==> config.mk <==
export PLATFORM = sky130hd
export DESIGN_NAME = ft_uart_rx
export DESIGN_NICKNAME = d
export VERILOG_FILES = /design/src/rtl/ft_uart_rx_pkg.sv /design/src/rtl/rx_sync.sv /design/src/rtl/rx_watchdog.sv /design/src/rtl/rx_break_det.sv /design/src/rtl/ft_uart_rx.sv
export SDC_FILE = /design/constraint.sdc
export NUM_CORES = 1
export LEC_CHECK = 0
export ABC_AREA = 1
export BUFFER_PORTS_ARGS = -buffer_cell sky130_fd_sc_hd__buf_2
export CORE_ASPECT_RATIO = 0.6
export CORE_MARGIN = 4
export CORE_UTILIZATION = 55
export DETAILED_ROUTE_END_ITERATION = 10
export PLACE_DENSITY = 0.73
export SLEW_MARGIN = 0
export SYNTH_ARGS = -nofsm -noshare
export SYNTH_HDL_FRONTEND = slang
export SYNTH_HIERARCHICAL = 1
export SYNTH_SLANG_ARGS = --single-unit
export TNS_END_PERCENT = 50
==> constraint.sdc <==
create_clock -name clk -period 4.1 [get_ports clk]
set_input_delay 0.82 -clock clk [delete_from_list [all_inputs] [get_ports clk]]
set_output_delay 0.82 -clock clk [all_outputs]
set_load 0.005 [all_outputs]
==> src/rtl/ft_uart_rx_pkg.sv <==
package ft_uart_rx_pkg;

    localparam int DATA_BITS      = 8;
    // start + data + parity + two stop bits
    localparam int MAX_FRAME_BITS = 1 + DATA_BITS + 1 + 2;

    typedef enum logic [1:0] {
        PAR_NONE  = 2'd0,
        PAR_EVEN  = 2'd1,
        PAR_ODD   = 2'd2,
        PAR_NONE3 = 2'd3
    } par_mode_e;

    typedef enum logic [2:0] {
        ST_IDLE,
        ST_START,
        ST_DATA,
        ST_PAR,
        ST_STOP,
        ST_RECOVER
    } rx_state_e;

    typedef struct packed {
        logic valid;
        logic frame_err;
        logic par_err;
        logic glitch_err;
    } rx_outcome_t;

    function automatic logic parity_on(par_mode_e m);
        return (m == PAR_EVEN) || (m == PAR_ODD);
    endfunction

    // Parity bit that a correct sender places after the data
    function automatic logic parity_bit(logic [DATA_BITS-1:0] d, par_mode_e m);
        return (m == PAR_ODD) ? ~(^d) : (^d);
    endfunction

endpackage

==> src/rtl/rx_sync.sv <==
module rx_sync #(
    parameter int STAGES = 2
) (
    input  logic clk,
    input  logic rst,
    input  logic d,
    output logic q
);
    logic [STAGES-1:0] chain;

    always_ff @(posedge clk) begin
        if (rst) chain <= '1;
        else     chain <= {chain[STAGES-2:0], d};
    end

    assign q = chain[STAGES-1];
endmodule

==> src/rtl/rx_watchdog.sv <==
module rx_watchdog #(
    parameter int LOAD = 256
) (
    input  logic clk,
    input  logic rst,
    input  logic run,
    output logic expired
);
    localparam int CW = $clog2(LOAD + 1);
    localparam logic [CW-1:0] LOAD_C = CW'(LOAD);

    logic [CW-1:0] remain;

    always_ff @(posedge clk) begin
        if (rst || !run) begin
            remain  <= LOAD_C;
            expired <= 1'b0;
        end else if (remain == '0) begin
            expired <= 1'b1;
        end else begin
            remain  <= remain - 1'b1;
            expired <= 1'b0;
        end
    end

    // dropping run clears the expiry on the next clock
    p_reload_clears_r6: assert property (@(posedge clk) disable iff (rst)
        !run |=> !expired);

    // expiry only after the count has drained
    p_expire_after_drain_r6: assert property (@(posedge clk) disable iff (rst)
        (run && remain != '0) |=> !expired);
endmodule

==> src/rtl/rx_break_det.sv <==
module rx_break_det #(
    parameter int LOW_CLKS  = 192,
    parameter int HIGH_CLKS = 16
) (
    input  logic clk,
    input  logic rst,
    input  logic line,
    output logic brk_pulse,
    output logic lock
);
    localparam int LW = $clog2(LOW_CLKS + 1);
    localparam int HW = $clog2(HIGH_CLKS + 1);
    localparam logic [LW-1:0] LOW_LAST  = LW'(LOW_CLKS - 1);
    localparam logic [LW-1:0] LOW_SAT   = LW'(LOW_CLKS);
    localparam logic [HW-1:0] HIGH_LAST = HW'(HIGH_CLKS - 1);

    logic [LW-1:0] low_run;
    logic [HW-1:0] high_run;

    always_ff @(posedge clk) begin
        if (rst) begin
            low_run   <= '0;
            high_run  <= '0;
            brk_pulse <= 1'b0;
            lock      <= 1'b0;
        end else begin
            brk_pulse <= 1'b0;
            if (line) begin
                low_run <= '0;
                if (lock) begin
                    if (high_run == HIGH_LAST) begin
                        lock     <= 1'b0;
                        high_run <= '0;
                    end else begin
                        high_run <= high_run + 1'b1;
                    end
                end
            end else begin
                high_run <= '0;
                if (low_run == LOW_LAST) begin
                    brk_pulse <= 1'b1;
                    lock      <= 1'b1;
                end
                if (low_run != LOW_SAT) low_run <= low_run + 1'b1;
            end
        end
    end

    // one pulse per low stretch
    p_break_single_r7: assert property (@(posedge clk) disable iff (rst)
        brk_pulse |=> !brk_pulse);

    // a break always engages the start lockout
    p_break_locks_r8: assert property (@(posedge clk) disable iff (rst)
        brk_pulse |-> lock);

    // lockout cannot release while the line is low
    p_lock_holds_low_r8: assert property (@(posedge clk) disable iff (rst)
        (lock && !line) |=> lock);
endmodule

==> src/rtl/ft_uart_rx.sv <==
module ft_uart_rx
    import ft_uart_rx_pkg::*;
#(
    parameter int CLKS_PER_BIT = 16,
    parameter int WDOG_LOAD    = 256,
    parameter int SYNC_STAGES  = 2
) (
    input  logic                 clk,
    input  logic                 rst,
    input  logic                 i_rx,
    input  logic [1:0]           i_par_mode,
    input  logic                 i_two_stop,
    output logic [DATA_BITS-1:0] o_data,
    output logic                 o_valid,
    output logic                 o_frame_err,
    output logic                 o_par_err,
    output logic                 o_glitch_err,
    output logic                 o_break,
    output logic                 o_timeout
);
    localparam int CW        = $clog2(CLKS_PER_BIT);
    localparam int BW        = $clog2(DATA_BITS);
    localparam int BRK_CLKS  = CLKS_PER_BIT * MAX_FRAME_BITS;
    localparam logic [CW-1:0] CNT_LAST = CW'(CLKS_PER_BIT - 1);
    localparam logic [CW-1:0] MID      = CW'(CLKS_PER_BIT / 2);
    localparam logic [CW-1:0] WIN_LO   = CW'(CLKS_PER_BIT / 4);
    localparam logic [CW-1:0] WIN_HI   = CW'(CLKS_PER_BIT - 1 - CLKS_PER_BIT / 4);
    localparam logic [BW-1:0] BIT_LAST = BW'(DATA_BITS - 1);

    if (WDOG_LOAD <= BRK_CLKS) begin : g_bad_wdog
        $error("WDOG_LOAD must exceed one maximum frame in clocks");
    end
    if (CLKS_PER_BIT < 8) begin : g_bad_cpb
        $error("CLKS_PER_BIT must be at least 8");
    end

    // ---------------- line front end ----------------
    logic rxs, rx_prev, start_edge;
    logic wd_run, wd_expired;
    logic brk_pulse, brk_lock;

    rx_sync #(.STAGES(SYNC_STAGES)) u_sync (
        .clk (clk), .rst (rst), .d (i_rx), .q (rxs)
    );

    rx_watchdog #(.LOAD(WDOG_LOAD)) u_wdog (
        .clk (clk), .rst (rst), .run (wd_run), .expired (wd_expired)
    );

    rx_break_det #(.LOW_CLKS(BRK_CLKS), .HIGH_CLKS(CLKS_PER_BIT)) u_brk (
        .clk (clk), .rst (rst), .line (rxs),
        .brk_pulse (brk_pulse), .lock (brk_lock)
    );

    assign start_edge = rx_prev & ~rxs;

    // ---------------- character state ----------------
    rx_state_e            state;
    logic [CW-1:0]        cnt;
    logic [BW-1:0]        bit_idx;
    logic [DATA_BITS-1:0] shreg;
    logic                 win_ref;
    logic                 moved;
    logic                 stop_low;
    logic                 second_stop;
    logic                 par_seen;
    par_mode_e            cfg_par;
    logic                 cfg_two;
    logic [CW-1:0]        hi_cnt;
    rx_outcome_t          outcome;
    logic [DATA_BITS-1:0] data_q;
    logic                 tmo_q;

    logic in_win, bit_end, stop_done, frame_bad;
    assign in_win    = (cnt >= WIN_LO) && (cnt <= WIN_HI);
    assign bit_end   = (cnt == CNT_LAST);
    assign stop_done = (cnt == WIN_HI) && (!cfg_two || second_stop);
    assign frame_bad = stop_low || !rxs;

    always_ff @(posedge clk) begin
        if (rst) begin
            state       <= ST_IDLE;
            cnt         <= '0;
            bit_idx     <= '0;
            shreg       <= '0;
            win_ref     <= 1'b1;
            moved       <= 1'b0;
            stop_low    <= 1'b0;
            second_stop <= 1'b0;
            par_seen    <= 1'b0;
            cfg_par     <= PAR_NONE;
            cfg_two     <= 1'b0;
            hi_cnt      <= '0;
            wd_run      <= 1'b0;
            rx_prev     <= 1'b1;
            outcome     <= '0;
            data_q      <= '0;
            tmo_q       <= 1'b0;
        end else begin
            rx_prev <= rxs;
            outcome <= '0;
            tmo_q   <= 1'b0;
            if (wd_expired) begin
                state  <= ST_IDLE;
                wd_run <= 1'b0;
                tmo_q  <= wd_run;
            end else begin
                case (state)
                    ST_IDLE: begin
                        if (start_edge && !brk_lock) begin
                            state       <= ST_START;
                            cnt         <= '0;
                            bit_idx     <= '0;
                            moved       <= 1'b0;
                            stop_low    <= 1'b0;
                            second_stop <= 1'b0;
                            cfg_par     <= par_mode_e'(i_par_mode);
                            cfg_two     <= i_two_stop;
                            wd_run      <= 1'b1;
                        end
                    end
                    ST_START: begin
                        if (cnt == MID && rxs) begin
                            state  <= ST_IDLE;
                            wd_run <= 1'b0;
                        end else if (bit_end) begin
                            state <= ST_DATA;
                            cnt   <= '0;
                        end else begin
                            cnt <= cnt + 1'b1;
                        end
                    end
                    ST_DATA, ST_PAR: begin
                        if (cnt == WIN_LO)             win_ref <= rxs;
                        else if (in_win && rxs != win_ref) moved <= 1'b1;
                        if (cnt == MID) begin
                            if (state == ST_DATA) shreg    <= {rxs, shreg[DATA_BITS-1:1]};
                            else                  par_seen <= rxs;
                        end
                        if (bit_end) begin
                            cnt <= '0;
                            if (state == ST_PAR) begin
                                state <= ST_STOP;
                            end else if (bit_idx == BIT_LAST) begin
                                state <= parity_on(cfg_par) ? ST_PAR : ST_STOP;
                            end else begin
                                bit_idx <= bit_idx + 1'b1;
                            end
                        end else begin
                            cnt <= cnt + 1'b1;
                        end
                    end
                    ST_STOP: begin
                        if (in_win && !rxs) stop_low <= 1'b1;
                        if (cnt == WIN_HI && frame_bad) begin
                            outcome.frame_err <= 1'b1;
                            state             <= ST_RECOVER;
                            hi_cnt            <= '0;
                        end else if (stop_done) begin
                            state  <= ST_IDLE;
                            wd_run <= 1'b0;
                            if (moved)
                                outcome.glitch_err <= 1'b1;
                            else if (parity_on(cfg_par) &&
                                     par_seen != parity_bit(shreg, cfg_par))
                                outcome.par_err <= 1'b1;
                            else begin
                                outcome.valid <= 1'b1;
                                data_q        <= shreg;
                            end
                        end else if (bit_end) begin
                            cnt         <= '0;
                            second_stop <= 1'b1;
                        end else begin
                            cnt <= cnt + 1'b1;
                        end
                    end
                    ST_RECOVER: begin
                        if (!rxs) begin
                            hi_cnt <= '0;
                        end else if (hi_cnt == CNT_LAST) begin
                            state  <= ST_IDLE;
                            wd_run <= 1'b0;
                        end else begin
                            hi_cnt <= hi_cnt + 1'b1;
                        end
                    end
                    default: begin
                        state  <= ST_IDLE;
                        wd_run <= 1'b0;
                    end
                endcase
            end
        end
    end

    assign o_data       = data_q;
    assign o_valid      = outcome.valid;
    assign o_frame_err  = outcome.frame_err;
    assign o_par_err    = outcome.par_err;
    assign o_glitch_err = outcome.glitch_err;
    assign o_break      = brk_pulse;
    assign o_timeout    = tmo_q;

    // never two outcomes at once
    p_one_outcome_r10: assert property (@(posedge clk) disable iff (rst)
        $countones({o_valid, o_frame_err, o_par_err, o_glitch_err}) <= 1);

    // expiry sends the receiver to idle with the watchdog stopped
    p_timeout_idle_r6: assert property (@(posedge clk) disable iff (rst)
        wd_expired |=> (state == ST_IDLE && !wd_run));

    // while the break lockout holds, idle stays idle
    p_locked_idle_r8: assert property (@(posedge clk) disable iff (rst)
        (state == ST_IDLE && brk_lock && !wd_expired) |=> state == ST_IDLE);

    // a framing error always leads into recovery
    p_frame_recover_r4: assert property (@(posedge clk) disable iff (rst)
        o_frame_err |-> (state == ST_RECOVER || state == ST_IDLE));

    // the watchdog runs whenever a character is in progress
    p_run_in_char_r6: assert property (@(posedge clk) disable iff (rst)
        (state != ST_IDLE) |-> wd_run);
endmodule

Yosys cells after proc, flatten, opt, wreduce, memory -nomap -nowiden
Index checks and enable logic that the tools add are counted.
Operators by class
  div/mod/pow operators: 0
  $add $sub $neg: 6
  reductions and logical operators: 45
  mux-type cells: 56
  $mul: 0
  bitwise logic cells: 11
  shifts and indexed selects: 0
  equality and inequality tests: 38
  magnitude comparators: 2
Operator list (number)
  3-bit two-way mux: 15
  4-bit two-way mux: 8
  2-bit != test (second input constant): 15
  1-bit two-way mux: 24
  6-bit AND reduction: 4
  4-bit == test (second input constant): 4
  4-bit case mux with 4 select lines: 1
  4-bit AND reduction: 4
  3-bit case mux with 5 select lines: 1
  7-bit AND reduction: 2
  3-bit != test (second input constant): 4
  1-bit inverter: 10
  2-bit OR reduction: 5
  3-bit == test (second input constant): 3
  9-bit zero test: 1
  9-bit by 1-bit subtractor with 9-bit output (second input constant): 1
  4-bit by 1-bit adder with 4-bit output (second input constant): 2
  8-bit by 1-bit adder with 8-bit output (second input constant): 1
  8-bit == test (second input constant): 1
  1-bit logical AND: 8
  8-bit != test (second input constant): 1
  4-bit case mux with 2 select lines: 1
  2-bit nonzero test: 4
  8-bit parity: 1
  other kinds (26): 37
Storage, ports and cells
  register bits: 72
  memories kept: 0
  bits in writable memories: 0
  word-level logic and storage cells: 185
  bits in latches: 0
  output and inout bits: 14
  input port bits: 6
  memory bits (read-only): 0

Longest topological paths before layout
Gate-level depths: netlist of the first run.
  depth after elaboration: 7
  mapped depth: 14

Cells and area by module
The synthesis of the first run kept the hierarchy.
By module, submodules not included
  ft_uart_rx: instances 1, cells an instance 326, seq. area each 900.9 µm², area each 2347.3 µm²
  rx_break_det: instances 1, cells an instance 99, seq. area each 300.3 µm², area each 710.7 µm²
  rx_watchdog: instances 1, cells an instance 74, seq. area each 200.2 µm², area each 499.2 µm²
  rx_sync: instances 1, cells an instance 7, seq. area each 40.0 µm², area each 58.8 µm²

Worst setup path after synthesis of the first run
Ideal clock, no wire load.
  kind: in2reg
  start point: input rst
  end point: register win_ref
  arrival time: 1.570 ns
  data required time: 3.951 ns
  buffers on the path: 2
  cell stages on the path: 4
  slack: 2.381 ns
  cells stage by stage: clkbuf_1 inv_1 clkbuf_1 o311ai_0
RTL lines
  start: declaration: line ft_uart_rx.sv:9  | input logic rst,
  end signal: assignment: line ft_uart_rx.sv:134  | if (cnt == WIN_LO) win_ref <= rxs;
  end: declaration: line ft_uart_rx.sv:62  | logic win_ref;
No word-level cell between the ends.

Final worst setup path of the first run
  start point: register u_sync.chain[1]
  end point: register cnt[3]
Between the ends
  cells in the longest elaborated chain, start to end: 5
  elaborated cells between the ends (all ways): 11
RTL lines
  start: declaration: line rx_sync.sv:9  | logic [STAGES-1:0] chain;
  start signal: assignment: line rx_sync.sv:13  | else chain <= {chain[STAGES-2:0], d};
  1-bit inverter (no line) or 1-bit zero test (tied branches)
  1-bit AND or 1-bit logical OR (tied branches): line ft_uart_rx.sv:55, ft_uart_rx.sv:78
  1-bit logical AND, on equally long branches: line ft_uart_rx.sv:110, ft_uart_rx.sv:155
  2-bit != test (no line)
  6-bit AND reduction (no line) *
  end signal: assignment: line ft_uart_rx.sv:130  | cnt <= cnt + 1'b1;
  end signal: assignment: line ft_uart_rx.sv:150  | cnt <= cnt + 1'b1;
  end signal: assignment: line ft_uart_rx.sv:175  | cnt <= cnt + 1'b1;
  end: declaration: line ft_uart_rx.sv:59  | logic [CW-1:0] cnt;
Every way passes the cells marked *; elsewhere a longest branch is shown, timed or not.
A chain may end at the register's enable or synchronous reset.

==> impl_metrics.csv, run 1 <==
group,metric,value,unit
status,outcome,"complete, no violations",
global_routing,grt_antenna_before_repair,0,
sta,grt_setup_unrepaired,"false",
synth,synth_edf_count,0,
sta,tightest_slew,0.7545,ns
worst_setup_path,max_stage_delay,0.50,ns
worst_setup_path,worstPathCellList,"nor3_2, nor2_1, nor2_2, nand4_2, nor2_1, xor2_1, nor2_1",
floorplan,die_height,70.81,um
clocking,cts.sinks,72,
clocking,cts_made_buffers,9,
global_routing,grt_max_degree,28,
clocking,clk_transition_reported_paths,0.08,ns
worst_setup_path,cp_num_cells,7,
sta,setup_viol,0,
detailed_routing,drtAntennaViolNets,0,
sta,fmax,512.8,MHz
worst_setup_path,path_class,"register to register",
floorplan,fp.coreArea,0.006248,mm^2
placed_design,io_buffers,19,
worst_setup_path,critPathArrivalTime,2.19,ns
flow_run,drv_cap,0,
synth,synth_flop_cell,"dfxtp_1",
hold_path,min_delay_path_depth,2,
placed_design,gp_congestion,0.9140,
floorplan,die-area,0.007978,mm^2
floorplan,initial_core_util,0.5787,
worst_setup_path,cp_max_fo,13,
sta,period_share,0.4756,
synth,postSynthNetCount,525,
cells_and_area,fin_cells,617,
global_routing,grt_usage,0.1985,
clocking,clk_path_buf_depth,2,
cells_and_area,fill_cells,566,
synth,synth.area.top_cells,"dfxtp_1 40%, nand2_1 11%, nor2_1 7.3%",
detailed_routing,dr.first_iter.drc_count,219,
cells_and_area,finalInstanceArea,0.003989,mm^2
cells_and_area,finalNetCount,547,
placed_design,dp_hpwl,5600,um
floorplan,die-width,112.7,um
clocking,cts-hold-fix-buffers,0,
cells_and_area,area_growth,10.31,%
worst_setup_path,critPathCaptureType,"register",
clocking,cts_setup_buffers,0,
synth,synth_cell_types,41,
power_and_ir_drop,powerDensity,464.2,mW/mm^2
worst_setup_path,cp.required,4.34,ns
floorplan,rows,22,
cells_and_area,regArea,0.001441,mm^2
cells_and_area,diodes,0,
power_and_ir_drop,peakVddDrop,0.3086,mV
detailed_routing,via_per_inst,5.060,
clocking,htreeDepth,3,
synth,synth_common_cells,"109 x nand2_1, 72 x dfxtp_1, 70 x nor2_1",
synth,syn_area,0.003616,mm^2
power_and_ir_drop,p_leak,1.760,nW
synth,async_flop_share,0,
detailed_routing,dr.pass1.iters,5,
sta,whs,0.4207,ns
detailed_routing,vias,3122,
sta,slew_headroom,0.4965,
synth,yosysTopAreaCell,"dfxtp_1",
floorplan,ios,20,
worst_setup_path,crit_top_cell,"nor2_1",
clocking,clkLatencyLatePin,0.35,ns
sta,skew,0.007678,ns
worst_setup_path,crit_family,"simple AND/OR/NAND/NOR gates",
cells_and_area,multiInputGateArea,0.001852,mm^2
global_routing,grt_pass1_vias,2817,
synth,syn_avg_cell_area,7.146,um^2
placed_design,placed_cells,601,
sta,fin_setup_tns,0,ns
hold_path,min_path_type,"register to register",
clocking,cts-resized-gates,0,
synth,ys_seq_area_frac,0.3986,
synth,synth_top_area_frac,0.3986,
worst_setup_path,cp.buffers_inverters,0,
synth,synth_cells,506,
clocking,cts_tree,"done",
cells_and_area,drive_above_1_share,0.1351,
synth,synth.most_common_cell,"nand2_1",
sta,hold_violations,0,
placed_design,placed_cell_area,0.003767,mm^2
detailed_routing,wl,7383,um
worst_setup_path,cpMaxStageDelayCell,"dfxtp_1",
sta,period_minus_slack,1.950,ns
sta,drv_slew,0,
worst_setup_path,crit_path_start_kind,"register",
synth,ys_seq_elements,72,
detailed_routing,drc,0,
global_routing,grt_pass1_wl,12970,um
detailed_routing,wire_per_inst,11.97,um
synth,ys_warn_count,6,
worst_setup_path,reg2reg_depth,7,
clocking,root_buffer,"clkbuf_8",
global_routing,grt_overflow,0,
==> path summary, 6_finish.rpt <==
kind,slack [ns],start,end
worst max-delay path,2.15,u_sync/chain[1],cnt[3]
worst min register to register,0.42,u_sync/chain[0],u_sync/chain[1]
worst min-delay path,0.42,u_sync/chain[0],u_sync/chain[1]
worst max register to register,2.15,u_sync/chain[1],cnt[3]
==> final cells by class <==
class,instances,area share
Clock inverter,5,0.02008
Inverter,72,0.06870
Sequential cell,72,0.3614
Clock buffer,11,0.03545
Timing Repair Buffer,19,0.02384
Multi-Input combinational cell,354,0.4642
Tap cell,84,0.02635
==> sequential cells by signal, indices dropped and copies added (netlist names), 2 cells and up <==
register and flops:
cnt 4, bit_idx 3, u_brk/low_run 8, shreg 8, u_brk/high_run 5, cfg_par 2, u_wdog/remain 9, o_data 8
hi_cnt 4, state 3, u_sync/chain 2
==> worst reg2reg max path, stage by stage, from the launching register on <==
cell and delay [ns]:
dfxtp_1 0.50, nor3_2 0.38, nor2_1 0.13, nor2_2 0.22
nand4_2 0.24, nor2_1 0.18, xor2_1 0.15, nor2_1 0.05
==> routing by layer <==
layer  wire length (um)  track usage  vias up  part of all wire
li1                   -            -     1655                 -
met1               3957       0.2943     1369              0.54
met2               2922       0.2762       82              0.40
met3                428      0.06154       16             0.058
met4                 74      0.05467        0             0.010
met5                  0            0        -                 0
==> cells in the final DEF (no fill, tap or decap), types with 3 or more instances in the layout <==
cell type and count:
inv_1 64, nand2_4 3, dfxtp_1 72, nor2_1 70, nand4_1 7, a21oi_1 38
ha_1 13, clkbuf_8 10, buf_2 19, nand2_1 109, xor2_1 4, o21ai_0 28
nor3_2 3, nor2_2 6, nand3_1 29, nor3_1 9, xnor2_1 3, nand2_2 9
inv_2 4
==> per-stage QoR <==
stage | util | power, mW | setup slack [ns]
final | 0.6384 | 1.852 | 2.150
after global routing | 0.6384 | 1.966 | 2.002
after CTS | 0.6384 | 1.862 | 2.168
after detailed placement | 0.6029 | 1.242 | 2.014
after global placement | 0.6029 | 1.225 | 2.078
after floorplan | - | 1.161 | 2.381
==> kinds of logic after synthesis <==
kind of cell	after synthesis	share of synthesized area
buffers and inverters	80	0.08927
adder cells (fa/ha/maj)	13	0.04498
AO/OA/AOI/OAI	76	0.1156
flip-flops	72	0.3986
XOR/XNOR	7	0.01696
AND/OR/NAND/NOR	258	0.3346
==> where the power goes <==
part	switching, mW	internal, mW	leakage [nW]	total (mW)
clock network	0.259	0.358	0.106	0.617
logic	0.289	0.150	1.07	0.439
registers	0.0501	0.746	0.583	0.796
total	0.598	1.25	1.76	1.85
Power figures use the tool's default switching activity.
==> run 2, diff against run 1 <==
- ABC_AREA: 1 -> 0
- PLACE_DENSITY: 0.73 -> 0.76
- clock period: 4.1 -> 1.6 ns (I/O delays scaled with it)
==> run 2 against run 1 <==
The flow now finishes with violations (setup timing). Wire length up 21%. Sequential power increased by 150%. Utilization up 12 points. Total power rose to 2.5 times the previous value. Critical endpoint is now o_data[6]. Largest power group unchanged.
==> impl_metrics.csv, run 2 <==
group,metric,value,unit
status,outcome,"complete, but fails checks",
status,violations,"setup timing",
sta,grt_setup_unrepaired,"true",
cells_and_area,fin_cells,580,
global_routing,grt_antenna_before_repair,0,
floorplan,ios,20,
floorplan,die-width,112.6,um
worst_setup_path,cp.required,1.89,ns
cells_and_area,finalInstanceArea,0.004763,mm^2
detailed_routing,drtAntennaViolNets,0,
cells_and_area,regMostFlops,"u_wdog/remain",
sta,hold_violations,0,
cells_and_area,fill_cells,420,
global_routing,grt_pass1_vias,3011,
global_routing,grt_usage,0.2186,
sta,tightest_slew,0.5159,ns
worst_setup_path,r2r_slack,-0.21,ns
worst_setup_path,crit_path_start_kind,"register",
synth,ys_seq_elements,72,
clocking,clk_transition_reported_paths,0.08,ns
sta,slew_headroom,0.6536,
synth,synth_cells,403,
sta,drv_slew,0,
power_and_ir_drop,peakVddDrop,1.194,mV
floorplan,initial_core_util,0.5781,
detailed_routing,drc,0,
worst_setup_path,path_class,"register to register",
synth,ys_warn_count,6,
cells_and_area,area_growth,31.87,%
synth,syn_area,0.003612,mm^2
global_routing,grt_overflow,0,
placed_design,io_buffers,19,
synth,synth.most_common_cell,"dfxtp_1",
clocking,clk_path_buf_depth,2,
clocking,cts.sinks,72,
detailed_routing,dr.pass1.iters,5,
hold_path,hp-start,"i_rx",
detailed_routing,via_per_inst,5.645,
flow_run,drv_cap,0,
synth,yosysTopAreaCell,"dfxtp_1",
synth,synth_flop_cell,"dfxtp_1",
synth,synth.area.top_cells,"dfxtp_1 40%, mux2i_1 6.4%, ha_1 4.5%",
cells_and_area,finalNetCount,510,
global_routing,grt_pass1_wl,13970,um
sta,fmax,552.3,MHz
sta,setup_viol,22,
hold_path,hold_path_end,"u_sync/chain[0]",
clocking,cts_tree,"done",
clocking,clkLatencyLatePin,0.36,ns
synth,async_flop_share,0,
placed_design,dp_hpwl,6147,um
global_routing,grt_max_degree,31,
floorplan,die-area,0.007971,mm^2
synth,synth_top_area_frac,0.3990,
worst_setup_path,cp_max_fo,8,
cells_and_area,largest_reg_flops,9,
worst_setup_path,reg2reg_to,"o_data[6]",
sta,fin_setup_tns,-3.254,ns
synth,ys_seq_area_frac,0.3990,
detailed_routing,vias,3274,
floorplan,die_height,70.78,um
placed_design,gp_congestion,0.8975,
cells_and_area,layout_common_cells,"69 x buf_4, 58 x dfxtp_1, 27 x nor2_1",
clocking,root_buffer,"clkbuf_8",
sta,layout_setup_ws,-0.2105,ns
sta,period_minus_slack,1.810,ns
clocking,htreeDepth,3,
synth,postSynthNetCount,422,
synth,synth_common_cells,"72 x dfxtp_1, 27 x nand2_1, 27 x nor2_1",
cells_and_area,mostFrequentLayoutCell,"buf_4",
detailed_routing,dr.first_iter.drc_count,276,
worst_setup_path,critPathArrivalTime,2.10,ns
placed_design,placed_cell_area,0.004317,mm^2
power_and_ir_drop,p_leak,1.826,nW
synth,syn_avg_cell_area,8.963,um^2
cells_and_area,diodes,0,
sta,skew,0.01054,ns
power_and_ir_drop,fin_total_pwr,4.646,mW
worst_setup_path,reg2reg_depth,8,
floorplan,fp.coreArea,0.006248,mm^2
hold_path,min_delay_path_depth,2,
sta,period_share,1.132,
detailed_routing,wl,8950,um
power_and_ir_drop,powerDensity,975.5,mW/mm^2
floorplan,rows,22,
worst_setup_path,critPathCaptureType,"register",
clocking,cts_made_buffers,9,
synth,synth_edf_count,0,
cells_and_area,drive_above_1_share,0.3770,
sta,whs,0.1505,ns
hold_path,min_path_type,"input pin to register",
placed_design,placed_cells,559,
worst_setup_path,r2r-start,"cfg_par[0]",
detailed_routing,wire_per_inst,15.43,um
synth,synth_cell_types,66,
run 2: per-layer routing:
metal	wire length [um]	part of all wire	vias to the layer above	track usage
met5	0	0	-	0
met4	131	0.015	0	0.06667
met3	658	0.074	19	0.08376
met2	4011	0.45	101	0.3320
met1	4149	0.46	1556	0.2899
li1	-	-	1598	-
run 2: kinds of logic (layout without fill, tap and decap cells):
logic type | after synthesis | count (layout) | synth area share
AND/OR/NAND/NOR | 173 | 173 | 0.2813
flip-flops | 72 | 72 | 0.3990
AO/OA/AOI/OAI | 71 | 71 | 0.1278
buffers and inverters | 37 | 130 | 0.04364
multiplexers | 24 | 24 | 0.06789
adder cells (fa/ha/maj) | 13 | 13 | 0.04503
XOR/XNOR | 13 | 13 | 0.03533
run 2: worst max-delay path by stage:
stage	startpoint	end	slack, ns	depth (start not counted)
floorplan	cnt[2]	o_data[0]	-0.20	7
global placement	cfg_par[0]	o_data[1]	-0.23	8
detailed placement	cfg_par[0]	o_data[0]	-0.29	8
CTS	cnt[2]	o_data[0]	-0.20	8
global route	shreg[4]	o_data[0]	-0.29	6
finish	cfg_par[0]	o_data[6]	-0.21	8
run 2: layout make-up:
cell class                 instances  area, um^2  area share
inverter                          20       75.07     0.01576
timing repair buffer              94       698.2      0.1466
tap                               84       105.1     0.02206
clock buffer                       9       123.9     0.02600
sequential                        72        1459      0.3063
clock inverter                     7       70.07     0.01471
multi-input combinational        294        2232      0.4686
run 2: where the power goes:
| part | total [mW] | internal [mW] | leakage (nW) | switching (mW) |
|---|---|---|---|---|
| Combinational | 1.25 | 0.622 | 1.14 | 0.623 |
| Clock | 1.43 | 0.721 | 0.0998 | 0.711 |
| Sequential | 1.97 | 1.87 | 0.588 | 0.100 |
| Total | 4.65 | 3.21 | 1.83 | 1.43 |
run 2: stage by stage:
step	worst slack, ns	utilization
floorplan	-0.1996	-
global placement	-0.2286	0.6908
detailed placement	-0.2945	0.6908
CTS	-0.2004	0.7381
global route	-0.2926	0.7623
finish	-0.2105	0.7623
run 2: critical path, cell delays in order (launching register included):
cell and delay [ns]:
dfxtp_2 0.35, inv_2 0.05, ha_4 0.16, xnor2_2 0.17, xnor3_2 0.33, xnor2_4 0.18, a21oi_4 0.16, buf_12 0.15
mux2i_1 0.19
run 2: repair_timing:
action / CTS / global route
buffers inserted: 4 / 1
pin swaps: 10 / 16
hold buffers: 0 / 0
gates resized for setup: 18 / 40
endpoints found under the setup margin: 37 / 48
==> run 3, diff against run 2 <==
- PLACE_DENSITY: 0.76 -> 0.84
==> run 3 against run 2 <==
Global-route usage up 4.8 points. Clock-buffer cell count up 2. Clock power up 6%. Largest power group unchanged. Hold slack worse by 0.0091 ns. Largest cell class unchanged. Register-to-register slack worse by 0.06 ns. Utilization up 3.4 points. The flow still finishes with violations (setup timing).
==> impl_metrics.csv, run 3 (synthesis results as in run 2) <==
group,metric,value,unit
status,outcome,"complete, but fails checks",
status,violations,"setup timing",
cells_and_area,area_growth,37.69,%
cells_and_area,layout_common_cells,"72 x buf_4, 59 x dfxtp_1, 27 x nor2_1",
power_and_ir_drop,p_int,3.420,mW
placed_design,placed_cells,560,
placed_design,placed_cell_area,0.004324,mm^2
detailed_routing,vias,3567,
floorplan,rows,22,
detailed_routing,drc,0,
clocking,root_buffer,"clkbuf_8",
detailed_routing,drtAntennaViolNets,0,
global_routing,grt.busiest_layer,"met2",
global_routing,grt_antenna_before_repair,0,
cells_and_area,fin_cells,586,
clocking,cts.sinks,72,
floorplan,die_height,70.78,um
global_routing,grt_pass1_wl,16970,um
detailed_routing,dr.first_iter.drc_count,409,
clocking,clkLatencyLatePin,0.37,ns
sta,drv_slew,0,
detailed_routing,wl,11500,um
cells_and_area,drive_above_1_share,0.4203,
global_routing,use_met3,0.08718,
sta,tightest_slew,0.4990,ns
sta,setup_viol,30,
worst_setup_path,critPathCaptureType,"register",
placed_design,io_buffers,19,
clocking,cts_tree,"done",
detailed_routing,via_per_inst,6.087,
clocking,cts-hold-fix-buffers,0,
sta,slew_headroom,0.6642,
floorplan,ios,20,
sta,period_share,1.168,
clocking,htreeDepth,3,
floorplan,fp.coreArea,0.006248,mm^2
global_routing,grtUsageMet1,0.3377,
global_routing,grtUsageMet2,0.4173,
placed_design,dp_hpwl,6594,um
clocking,cts_made_buffers,9,
cells_and_area,regMostFlops,"u_wdog/remain",
placed_design,gp_congestion,0.9065,
sta,layout_setup_ws,-0.2681,ns
cells_and_area,fill_cells,335,
global_routing,grt_overflow,0,
cells_and_area,diodes,0,
global_routing,grt_max_degree,23,
cells_and_area,finalInstanceArea,0.004974,mm^2
floorplan,initial_core_util,0.5781,
clocking,clk_path_buf_depth,2,
hold_path,min_path_type,"input pin to register",
flow_run,drv_cap,0,
worst_setup_path,cp_max_fo,8,
power_and_ir_drop,peakVddDrop,0.6995,mV
placed_design,dp_slack,-0.3713,ns
sta,hold_violations,0,
power_and_ir_drop,p_seq_frac,0.394,
power_and_ir_drop,p_leak,1.899,nW
cells_and_area,mostFrequentLayoutCell,"buf_4",
sta,grt_setup_unrepaired,"true",
sta,skew,0.01102,ns
worst_setup_path,path_class,"register to register",
power_and_ir_drop,combPwrFrac,0.307,
power_and_ir_drop,switchingPower,1.633,mW
cells_and_area,largest_reg_flops,9,
power_and_ir_drop,powerDensity,1016,mW/mm^2
floorplan,die-area,0.007971,mm^2
worst_setup_path,cp.required,1.90,ns
floorplan,die-width,112.6,um
global_routing,grt_usage,0.2667,
sta,period_minus_slack,1.868,ns
cells_and_area,final_util,0.7960,
worst_setup_path,critPathArrivalTime,2.16,ns
clocking,clk_transition_reported_paths,0.08,ns
detailed_routing,dr.pass1.iters,5,
worst_setup_path,crit_path_start_kind,"register",
power_and_ir_drop,clockPowerShare,0.299,
sta,fmax,535.3,MHz
cells_and_area,finalNetCount,516,
global_routing,grt_pass1_vias,3475,
detailed_routing,wire_per_inst,19.62,um
power_and_ir_drop,swShare,0.3232,
## run 3: changes by cell type in the layout (fill, tap and decap cells not counted), sizes merged
cell	previous run	this run
inv	22	20
clkinvlp	1	2
buf	94	100
clkbuf	9	11
clkinv	3	2
## run 3: through the flow
stage               hold WS [ns]  setup TNS (ns)  total power, mW
floorplan                 0.3832          -2.213            2.591
finish                    0.1414          -5.169            5.054
global route              0.1431          -7.359            5.242
CTS                       0.1264          -3.548            4.795
detailed placement        0.4167          -7.073            3.112
global placement          0.3878          -3.987            3.048
## run 3: power groups by stage
stage	sequential, mW	combinational (mW)	clock (mW)
2_1_floorplan	1.96	0.628	0
3_3_place_gp	1.99	1.06	0
3_5_place_dp	1.99	1.12	0
4_1_cts	1.97	1.31	1.52
5_1_grt	2.00	1.63	1.61
6_report	1.99	1.55	1.51
## run 3: area by class of cell
cell class,instances,area (um^2),area share
clock inverter,5,55.05,0.01107
sequential,72,1473,0.2961
tap,84,105.1,0.02113
multi-input combinational,294,2360,0.4745
timing repair buffer,100,754.5,0.1517
inverter,20,75.07,0.01509
clock buffer,11,151.4,0.03044
## run 3: final timing paths
check / end / from / cells past startpoint / slack [ns]
setup / recovery: o_data[6] / cnt[1] / 7 / -0.27
hold / removal: u_sync/chain[0] / i_rx / 2 / 0.14
setup reg to reg: o_data[6] / cnt[1] / 7 / -0.27
hold reg to reg: o_data[2] / o_data[2] / 2 / 0.47
## run 3: critical path, stage by stage, from the launching register on
cell and delay, ns:
dfxtp_4 0.37, ha_4 0.15, and2_4 0.18, nand2_2 0.07, or4_4 0.51, a21oi_4 0.16
buf_12 0.15, mux2i_1 0.20
## run 3: routing by layer
layer	wire length, um	vias up
li1	-	1610
met1	4759	1727
met2	5510	178
met3	833	52
met4	394	0
met5	0	-
## run 3: what timing repair did
| action | 4_1_cts | 5_1_grt |
|---|---|---|
| pin swaps | 25 | 21 |
| buffers inserted | 8 | 3 |
| endpoints found under the setup margin | 42 | 48 |
| gates resized for setup | 34 | 57 |
